## src/rtl/mdio_mm_pkg.sv

```systemverilog
package mdio_mm_pkg;

  localparam int FRAME_BITS = 64;
  localparam int DATA_BITS  = 16;

  localparam logic [1:0] OP_ADR   = 2'b00;
  localparam logic [1:0] OP_WR    = 2'b01;
  localparam logic [1:0] OP_RDINC = 2'b10;
  localparam logic [1:0] OP_RD    = 2'b11;

  localparam logic [1:0] ST_C22 = 2'b01;
  localparam logic [1:0] ST_C45 = 2'b00;

  typedef enum logic [1:0] {
    SEL_TGT  = 2'd0,
    SEL_CMD  = 2'd1,
    SEL_PORT = 2'd2
  } reg_sel_e;

  typedef enum logic [1:0] {
    SQ_IDLE  = 2'd0,
    SQ_START = 2'd1,
    SQ_ADDR  = 2'd2,
    SQ_DATA  = 2'd3
  } seq_e;

  // Serial frame: preamble, start, opcode, port, dev/reg, turnaround, data
  function automatic logic [FRAME_BITS-1:0] build_frame(
    input logic [1:0]  st,
    input logic [1:0]  op,
    input logic [4:0]  pa,
    input logic [4:0]  ra,
    input logic [15:0] d
  );
    return {32'hFFFF_FFFF, st, op, pa, ra, 2'b10, d};
  endfunction

endpackage

```

## src/rtl/mdio_mdc_gen.sv

```systemverilog
module mdio_mdc_gen #(
  parameter int SEL_W = 3
) (
  input  logic             clk,
  input  logic             rst_n,
  input  logic             run,
  input  logic [SEL_W-1:0] sel,
  output logic             mdc,
  output logic             rise_stb,
  output logic             fall_stb
);
  localparam int CNT_W = 1 << SEL_W;

  logic [CNT_W-1:0] cnt_q, cnt_d;
  logic [CNT_W:0]   half_full;
  logic [CNT_W-1:0] lim;
  logic             mdc_q, mdc_d;
  logic             tick;

  // Half period = 2 << sel system clocks
  assign half_full = (CNT_W+1)'(2) << sel;
  assign lim       = CNT_W'(half_full - 1'b1);

  always_comb begin
    tick     = run && (cnt_q == lim);
    rise_stb = tick && !mdc_q;
    fall_stb = tick && mdc_q;
    if (!run) begin
      cnt_d = '0;
      mdc_d = 1'b0;
    end else if (tick) begin
      cnt_d = '0;
      mdc_d = !mdc_q;
    end else begin
      cnt_d = cnt_q + 1'b1;
      mdc_d = mdc_q;
    end
  end

  always_ff @(posedge clk or negedge rst_n) begin
    if (!rst_n) begin
      cnt_q <= '0;
      mdc_q <= 1'b0;
    end else begin
      cnt_q <= cnt_d;
      mdc_q <= mdc_d;
    end
  end

  assign mdc = mdc_q;


  mdc_idle_low_chk: assert property (@(posedge clk) disable iff (!rst_n)
    !run |=> !mdc);

endmodule

```

## src/rtl/mdio_frame_engine.sv

```systemverilog
module mdio_frame_engine #(
  parameter int FB = 64,
  parameter int DW = 16
) (
  input  logic          clk,
  input  logic          rst_n,
  input  logic          load,
  input  logic [FB-1:0] frame,
  input  logic          rd_mode,
  input  logic          rise_stb,
  input  logic          fall_stb,
  input  logic          mdio_i,
  output logic          mdio_o,
  output logic          mdio_oe,
  output logic          active,
  output logic          done,
  output logic [DW-1:0] rd_word
);
  localparam int CW      = $clog2(FB);
  localparam int REL_POS = FB - DW - 2;
  localparam int CAP_POS = FB - DW;

  logic [FB-1:0] sreg_q, sreg_d;
  logic [CW-1:0] cnt_q, cnt_d;
  logic          act_q, act_d;
  logic          rd_q, rd_d;
  logic          done_q, done_d;
  logic [DW-1:0] cap_q, cap_d;

  always_comb begin
    sreg_d = sreg_q;
    cnt_d  = cnt_q;
    act_d  = act_q;
    rd_d   = rd_q;
    cap_d  = cap_q;
    done_d = 1'b0;
    if (load) begin
      sreg_d = frame;
      cnt_d  = '0;
      act_d  = 1'b1;
      rd_d   = rd_mode;
    end else if (act_q) begin
      if (rise_stb && rd_q && (cnt_q >= CW'(CAP_POS)))
        cap_d = {cap_q[DW-2:0], mdio_i};
      if (fall_stb) begin
        if (cnt_q == CW'(FB-1)) begin
          act_d  = 1'b0;
          done_d = 1'b1;
        end else begin
          sreg_d = {sreg_q[FB-2:0], 1'b0};
          cnt_d  = cnt_q + 1'b1;
        end
      end
    end
  end

  always_ff @(posedge clk or negedge rst_n) begin
    if (!rst_n) begin
      sreg_q <= '0;
      cnt_q  <= '0;
      act_q  <= 1'b0;
      rd_q   <= 1'b0;
      done_q <= 1'b0;
      cap_q  <= '0;
    end else begin
      sreg_q <= sreg_d;
      cnt_q  <= cnt_d;
      act_q  <= act_d;
      rd_q   <= rd_d;
      done_q <= done_d;
      cap_q  <= cap_d;
    end
  end

  assign mdio_o  = sreg_q[FB-1];
  assign mdio_oe = act_q && !(rd_q && (cnt_q >= CW'(REL_POS)));
  assign active  = act_q;
  assign done    = done_q;
  assign rd_word = cap_q;


  mdio_change_on_fall_chk: assert property (@(posedge clk) disable iff (!rst_n)
    (act_q && $past(act_q) && !$past(fall_stb)) |-> $stable(mdio_o));

endmodule

```

## src/rtl/mdio_host_ctrl.sv

```systemverilog
module mdio_host_ctrl
  import mdio_mm_pkg::*;
#(
  parameter int C22_PORTS = 4,
  parameter int SEL_W     = 3
) (
  input  logic                  clk,
  input  logic                  rst_n,
  input  logic                  wr_en,
  input  logic [1:0]            wr_sel,
  input  logic [31:0]           wr_data,
  input  logic [1:0]            rd_sel,
  output logic [31:0]           rd_data,
  output logic                  c22_err,
  output logic                  sh_load,
  output logic [FRAME_BITS-1:0] sh_frame,
  output logic                  sh_rd,
  input  logic                  sh_done,
  input  logic [DATA_BITS-1:0]  sh_word,
  output logic [SEL_W-1:0]      csel
);
  localparam int PSW = (C22_PORTS > 1) ? $clog2(C22_PORTS) : 1;
  localparam int CMD_PAD = 32 - (DATA_BITS + 3 + SEL_W + 1);

  logic [31:0]          addr_q, addr_d;
  logic [C22_PORTS-1:0] port_q, port_d;
  logic [DATA_BITS-1:0] data_q, data_d;
  logic [1:0]           op_q, op_d;
  logic                 skip_q, skip_d;
  logic [SEL_W-1:0]     csel_q, csel_d;
  logic                 busy_q, busy_d;
  logic                 err_q, err_d;
  seq_e                 st_q, st_d;

  logic                 c22, port_ok, start_req, reject, need_addr, use_afrm;
  logic [4:0]           pa, da;
  logic [1:0]           op22;
  logic [DATA_BITS-1:0] wdat;
  logic [FRAME_BITS-1:0] afrm, dfrm;

  assign c22       = addr_q[31];
  assign pa        = addr_q[20:16];
  assign da        = addr_q[25:21];
  assign port_ok   = (32'(pa) < C22_PORTS) && port_q[pa[PSW-1:0]];
  assign start_req = wr_en && (wr_sel == SEL_CMD) && !busy_q &&
                     wr_data[22] && (wr_data[17:16] != OP_ADR);
  assign reject    = start_req && c22 && !port_ok;
  assign need_addr = !c22 && !skip_q;
  assign use_afrm  = (st_q == SQ_START) && need_addr;
  assign op22      = (op_q == OP_WR) ? OP_WR : OP_RDINC;
  assign wdat      = (op_q == OP_WR) ? data_q : '0;
  assign afrm      = build_frame(ST_C45, OP_ADR, pa, da, addr_q[15:0]);
  assign dfrm      = c22 ? build_frame(ST_C22, op22, pa, addr_q[4:0], wdat)
                         : build_frame(ST_C45, op_q, pa, da, wdat);

  always_comb begin
    addr_d = addr_q;
    port_d = port_q;
    data_d = data_q;
    op_d   = op_q;
    skip_d = skip_q;
    csel_d = csel_q;
    busy_d = busy_q;
    err_d  = err_q;
    st_d   = st_q;
    if (wr_en && !busy_q) begin
      case (wr_sel)
        SEL_TGT:  addr_d = wr_data;
        SEL_PORT: port_d = wr_data[C22_PORTS-1:0];
        SEL_CMD: begin
          data_d = wr_data[DATA_BITS-1:0];
          op_d   = wr_data[17:16];
          skip_d = wr_data[18];
          csel_d = wr_data[19 +: SEL_W];
          if (start_req) begin
            if (reject) begin
              err_d = 1'b1;
            end else begin
              err_d  = 1'b0;
              busy_d = 1'b1;
              st_d   = SQ_START;
            end
          end
        end
        default: ;
      endcase
    end
    case (st_q)
      SQ_START: st_d = need_addr ? SQ_ADDR : SQ_DATA;
      SQ_ADDR:  if (sh_done) st_d = SQ_DATA;
      SQ_DATA: begin
        if (sh_done) begin
          st_d   = SQ_IDLE;
          busy_d = 1'b0;
          if (op_q != OP_WR)
            data_d = sh_word;
          if ((op_q == OP_RDINC) && !c22)
            addr_d[15:0] = addr_q[15:0] + 1'b1;
        end
      end
      default: ;
    endcase
  end

  always_ff @(posedge clk or negedge rst_n) begin
    if (!rst_n) begin
      addr_q <= '0;
      port_q <= '0;
      data_q <= '0;
      op_q   <= '0;
      skip_q <= 1'b0;
      csel_q <= '0;
      busy_q <= 1'b0;
      err_q  <= 1'b0;
      st_q   <= SQ_IDLE;
    end else begin
      addr_q <= addr_d;
      port_q <= port_d;
      data_q <= data_d;
      op_q   <= op_d;
      skip_q <= skip_d;
      csel_q <= csel_d;
      busy_q <= busy_d;
      err_q  <= err_d;
      st_q   <= st_d;
    end
  end

  assign sh_load  = (st_q == SQ_START) || ((st_q == SQ_ADDR) && sh_done);
  assign sh_frame = use_afrm ? afrm : dfrm;
  assign sh_rd    = !use_afrm && (op_q != OP_WR);
  assign csel     = csel_q;
  assign c22_err  = err_q;

  always_comb begin
    case (rd_sel)
      SEL_TGT:  rd_data = addr_q;
      SEL_CMD:  rd_data = {{CMD_PAD{1'b0}}, busy_q, csel_q, skip_q, op_q, data_q};
      SEL_PORT: rd_data = 32'(port_q);
      default:  rd_data = '0;
    endcase
  end


  busy_hold_chk: assert property (@(posedge clk) disable iff (!rst_n)
    (busy_q && !sh_done) |=> busy_q);


  busy_write_ignored_chk: assert property (@(posedge clk) disable iff (!rst_n)
    (busy_q && wr_en && !sh_done) |=>
      ($stable(addr_q) && $stable(port_q) && $stable(op_q) && $stable(csel_q)));


  c22_reject_chk: assert property (@(posedge clk) disable iff (!rst_n)
    (!busy_q && wr_en && (wr_sel == SEL_CMD) && wr_data[22] &&
     (wr_data[17:16] != 2'b00) && addr_q[31] && (32'(addr_q[20:16]) >= C22_PORTS))
      |=> (!busy_q && c22_err));

endmodule

```

## src/rtl/mdio_mgmt_master.sv

```systemverilog
module mdio_mgmt_master
  import mdio_mm_pkg::*;
#(
  parameter int C22_PORTS = 4,
  parameter int SEL_W     = 3
) (
  input  logic        clk,
  input  logic        rst_n,
  input  logic        wr_en,
  input  logic [1:0]  wr_sel,
  input  logic [31:0] wr_data,
  input  logic [1:0]  rd_sel,
  output logic [31:0] rd_data,
  output logic        c22_err,
  output logic        mdc,
  input  logic        mdio_i,
  output logic        mdio_o,
  output logic        mdio_oe
);
  logic                  sh_load, sh_rd, sh_done, sh_active;
  logic [FRAME_BITS-1:0] sh_frame;
  logic [DATA_BITS-1:0]  sh_word;
  logic [SEL_W-1:0]      csel;
  logic                  rise_stb, fall_stb;

  mdio_host_ctrl #(.C22_PORTS(C22_PORTS), .SEL_W(SEL_W)) u_ctrl (
    .clk      (clk),
    .rst_n    (rst_n),
    .wr_en    (wr_en),
    .wr_sel   (wr_sel),
    .wr_data  (wr_data),
    .rd_sel   (rd_sel),
    .rd_data  (rd_data),
    .c22_err  (c22_err),
    .sh_load  (sh_load),
    .sh_frame (sh_frame),
    .sh_rd    (sh_rd),
    .sh_done  (sh_done),
    .sh_word  (sh_word),
    .csel     (csel)
  );

  mdio_mdc_gen #(.SEL_W(SEL_W)) u_mdc (
    .clk      (clk),
    .rst_n    (rst_n),
    .run      (sh_active),
    .sel      (csel),
    .mdc      (mdc),
    .rise_stb (rise_stb),
    .fall_stb (fall_stb)
  );

  mdio_frame_engine #(.FB(FRAME_BITS), .DW(DATA_BITS)) u_eng (
    .clk      (clk),
    .rst_n    (rst_n),
    .load     (sh_load),
    .frame    (sh_frame),
    .rd_mode  (sh_rd),
    .rise_stb (rise_stb),
    .fall_stb (fall_stb),
    .mdio_i   (mdio_i),
    .mdio_o   (mdio_o),
    .mdio_oe  (mdio_oe),
    .active   (sh_active),
    .done     (sh_done),
    .rd_word  (sh_word)
  );

endmodule

```

## config.mk

```make
export PLATFORM = sky130hd
export DESIGN_NAME = mdio_mgmt_master
export DESIGN_NICKNAME = d
export VERILOG_FILES = /design/src/rtl/mdio_mm_pkg.sv /design/src/rtl/mdio_mdc_gen.sv /design/src/rtl/mdio_frame_engine.sv /design/src/rtl/mdio_host_ctrl.sv /design/src/rtl/mdio_mgmt_master.sv
export SDC_FILE = /design/constraint.sdc
export NUM_CORES = 1
export LEC_CHECK = 0
export ABC_AREA = 1
export BUFFER_PORTS_ARGS = -buffer_cell sky130_fd_sc_hd__buf_2
export CAP_MARGIN = 20
export CORE_UTILIZATION = 30
export DETAILED_ROUTE_END_ITERATION = 10
export GPL_TIMING_DRIVEN = 0
export PLACE_DENSITY_LB_ADDON = 0.25
export SETUP_SLACK_MARGIN = 0.1
export SYNTH_ARGS = -nofsm -noshare
export SYNTH_HDL_FRONTEND = slang
export SYNTH_HIERARCHICAL = 1
export SYNTH_SLANG_ARGS = --single-unit
```

## constraint.sdc

```tcl
create_clock -name clk -period 4.9 [get_ports clk]
set_input_delay 0.735 -clock clk [delete_from_list [all_inputs] [get_ports clk]]
set_output_delay 0.735 -clock clk [all_outputs]
set_load 0.03 [all_outputs]
```

==> summary.md <==
| Metric | Value |
|---|---|
| Status | complete, no violations |
| Total negative slack | 0 ns |
| Hold violation count in the final report | 0 |
| Core area | 29900 um^2 |
| Top cell type by total area after synthesis | dfrtp_1 |
| HPWL after DPL | 18200 um |
| Row count | 63 |
| Crit path from | u_ctrl/csel[2] |
| Synth cell types | 42 |
| DRT iter0 DRCs | 617 |
| Vias per std cell | 4.74 |
| Final hold slack | 0.273 ns |
| Total congestion overflow | 0 |
| First-pass GRT wire length | 41700 um |
| Clock Power Share | 0.465 |
| Top cells by area, synth | dfrtp_1, nand2_1, o21ai_0 |
| Pwr dens | 265 nW/um^2 |
| # IOs | 76 |
| Setup Skew | 0.0123 ns |
| DR pass1 iterations | 5 |
| Share of flip-flops with an asynchronous set or reset | 1.00 |
| Post-synth EDFFs | 0 |
| TritonCTS Sinks | 160 |
| Worst Path Arrival | 3.54 ns |
| Nets | 1311 |
| Clock Latency Late Sink | 0.43 ns |
| Antenna violations before repair | 0 |
| Cell Area, Synth | 9190 um^2 |
| Chip height | 177 um |
| Number of routed nets with antenna violations | 0 |
| Max Cap Violations | 0 |
| Maximum clock frequency | 0.315 GHz |
| Syn avg cell area | 8.06 um^2 |
| Flop pwr share | 0.468 |
| Die X | 177 um |
| Slew headroom | 0.562 |
| Via Count | 7921 |
| Unrepaired setup endpoints after global routing | no |
| Worst-path clk slew | 0.07 ns |
| Final worst-path cycle share | 0.647 |
| Crit Path Max Fanout | 10 |
| Crit start category | flop |
| Buffer type at the clock tree root | clkbuf_16 |
| Crit path kind | flop to flop |
| Reg2reg path depth | 15 |
| P&R area growth vs syn | 17.4% |
| Gp weighted congestion | 0.857 |
| NetSw | 748 uW |
| Residual DRC count | 0 |
| Maximum vdd drop | 0.200 mV |
| Gr usage total | 0.170 |
| R2r setup slk | 1.73 ns |
| Starting density of the core | 0.307 |
| Number of synthesized register bits | 160 |
| Register area share after synthesis | 0.436 |
| Hold Crit Class | input pin to async pin |
| Synth Instances | 1139 |
| Most common cell after layout, fill and taps aside | nand2_1 |
| Max-slew violations | 0 |
| Clk buf depth | 2 |
| ANT cells | 0 |
| Final setup vio count | 0 |
| CP Capture Point | u_eng/sreg_q[55] |
| Min Tclk post-route | 3.17 ns |
| Leak Pwr | 0.00519 uW |
| Switching share of power | 0.262 |
| Worst path required time | 5.26 ns |
| Reg-to-Reg End | u_eng/sreg_q[55] |
| Setup Fix Bufs, Post-CTS | 0 |
| TritonCTS clock tree | yes |
| Synth top area share | 0.436 |
| Internal | 2110 uW |
| Largest net degree at the start of global routing | 82 |
| Post_cts resized | 0 |
| Share of layout cells above drive strength 1 | 0.232 |
| Top FF cell, synth | dfrtp_1 |
| YS warnings | 6 |
| Crit path capture type | flop |
| Worst-Margin Slew | 0.657 ns |
| WL final | 25100 um |
| R2r startpoint | u_ctrl/csel[2] |
| Logic pwr share | 0.068 |
| Clock H-tree levels | 4 |
| Routed len/inst | 15.0 um |
| Vias in the first global route | 7797 |
| Most frequent cells in the layout | nand2_1, dfrtp_1, o21ai_0, buf_2, inv_1 |
| Total CTS buffers | 17 |
| # hold bufs at CTS | 0 |
| Die footprint | 31300 um^2 |
| Port Buffer Count | 75 |
synth_stat cells, types with 2 or more instances:
cell	n
conb_1	2
nand2_2	12
xor2_1	6
mux2_2	65
ha_1	4
nand4_1	7
xnor2_1	2
buf_6	10
clkbuf_1	18
nand2_1	282
a21oi_1	26
o211ai_1	5
o21ai_0	151
o21ai_1	15
nand3_1	66
o21a_1	2
nand2_4	2
nor2_4	7
o22ai_1	4
dfrtp_1	160
inv_2	5
a22o_1	3
nor3_1	8
nor2_1	79
buf_2	27
a31oi_1	18
nor2_2	5
buf_4	44
nand3_2	3
inv_1	89
metrics by stage:
step	power [uW]	area, um^2	instances	util	setup WS [ns]
final	2850	10800	1670	0.361	1.73
after CTS	2890	10800	1670	0.361	1.75
after detailed placement	1560	10200	1638	0.342	1.79
after floorplan	1460	9310	1172	-	2.31
after global routing	2980	10800	1670	0.361	1.33
after global placement	1550	10200	1637	0.340	0.345
cell families after synthesis:
family	after synthesis	synth area share
compound gates	229	0.133
xor+xnor	8	0.00763
fa+ha+maj	4	0.00545
buf+inv	195	0.111
flops	160	0.436
mux	65	0.0797
other cells	2	0.000818
simple gates	476	0.227
sequential cells by signal, indices dropped and copies added (netlist names):
name            cells
u_ctrl/addr_q      32
u_ctrl/busy_q       1
u_ctrl/c22_err      1
u_ctrl/csel         3
u_ctrl/data_q      16
u_ctrl/op_q         2
u_ctrl/port_q       4
u_ctrl/skip_q       1
u_ctrl/st_q         2
u_eng/active        1
u_eng/cnt_q         6
u_eng/done          1
u_eng/rd_q          1
u_eng/rd_word      16
u_eng/sreg_q       64
u_mdc/cnt_q         8
u_mdc/mdc           1
layer usage:
metal  wire (um)  global-route usage  vias to the layer above
met5           0                   0                        -
met3        1040              0.0296                       24
li1            -                   -                     3915
met1       12300               0.243                     3795
met4         461              0.0481                        0
met2       11300               0.260                      187
power groups by stage:
| stage | clock [uW] | sequential [uW] | combinational [uW] |
|---|---|---|---|
| finish | 1330 | 1340 | 193 |
| global route | 1430 | 1340 | 215 |
| CTS | 1360 | 1340 | 195 |
| detailed placement | 0 | 1360 | 194 |
| global placement | 0 | 1360 | 191 |
| floorplan | 0 | 1360 | 106 |
final cells by class:
type / instances / area [um^2]
fillers: 3130 / 19100
multi-input cells: 817 / 4280
flip-flops and latches: 160 / 4000
plain buffers: 100 / 661
well taps: 390 / 488
clock buffers: 17 / 425
repair buffers: 76 / 413
inverters: 95 / 362
clock inverters: 15 / 145
how the worst min path moves through the flow:
stage / cells after the start / end / slack [ns] / startpoint
final: 1 / u_mdc/cnt_q[0] / 0.27 / rst_n
after global routing: 1 / u_mdc/cnt_q[2] / 0.31 / rst_n
after CTS: 1 / u_mdc/cnt_q[2] / 0.31 / rst_n
after detailed placement: 2 / u_eng/sreg_q[39] / 0.46 / u_eng/sreg_q[39]
after global placement: 2 / u_eng/sreg_q[14] / 0.46 / u_eng/sreg_q[14]
after floorplan: 0 / u_ctrl/addr_q[0] / 0.44 / rst_n
worst max-delay path: stages (launching register included):
cell and delay (ns):
dfrtp_1 0.53, nor2_1 0.20, nand2_1 0.09, ha_1 0.30
nand2_1 0.08, nand3_1 0.09, nor2_2 0.15, nand2_1 0.09
nor2_1 0.09, nand4_1 0.11, nor2_1 0.26, nand2_1 0.17
nor2_4 0.34, clkbuf_1 0.37, o21ai_0 0.14, nand2_1 0.09
Note: power is estimated with default switching activity, not from simulation.
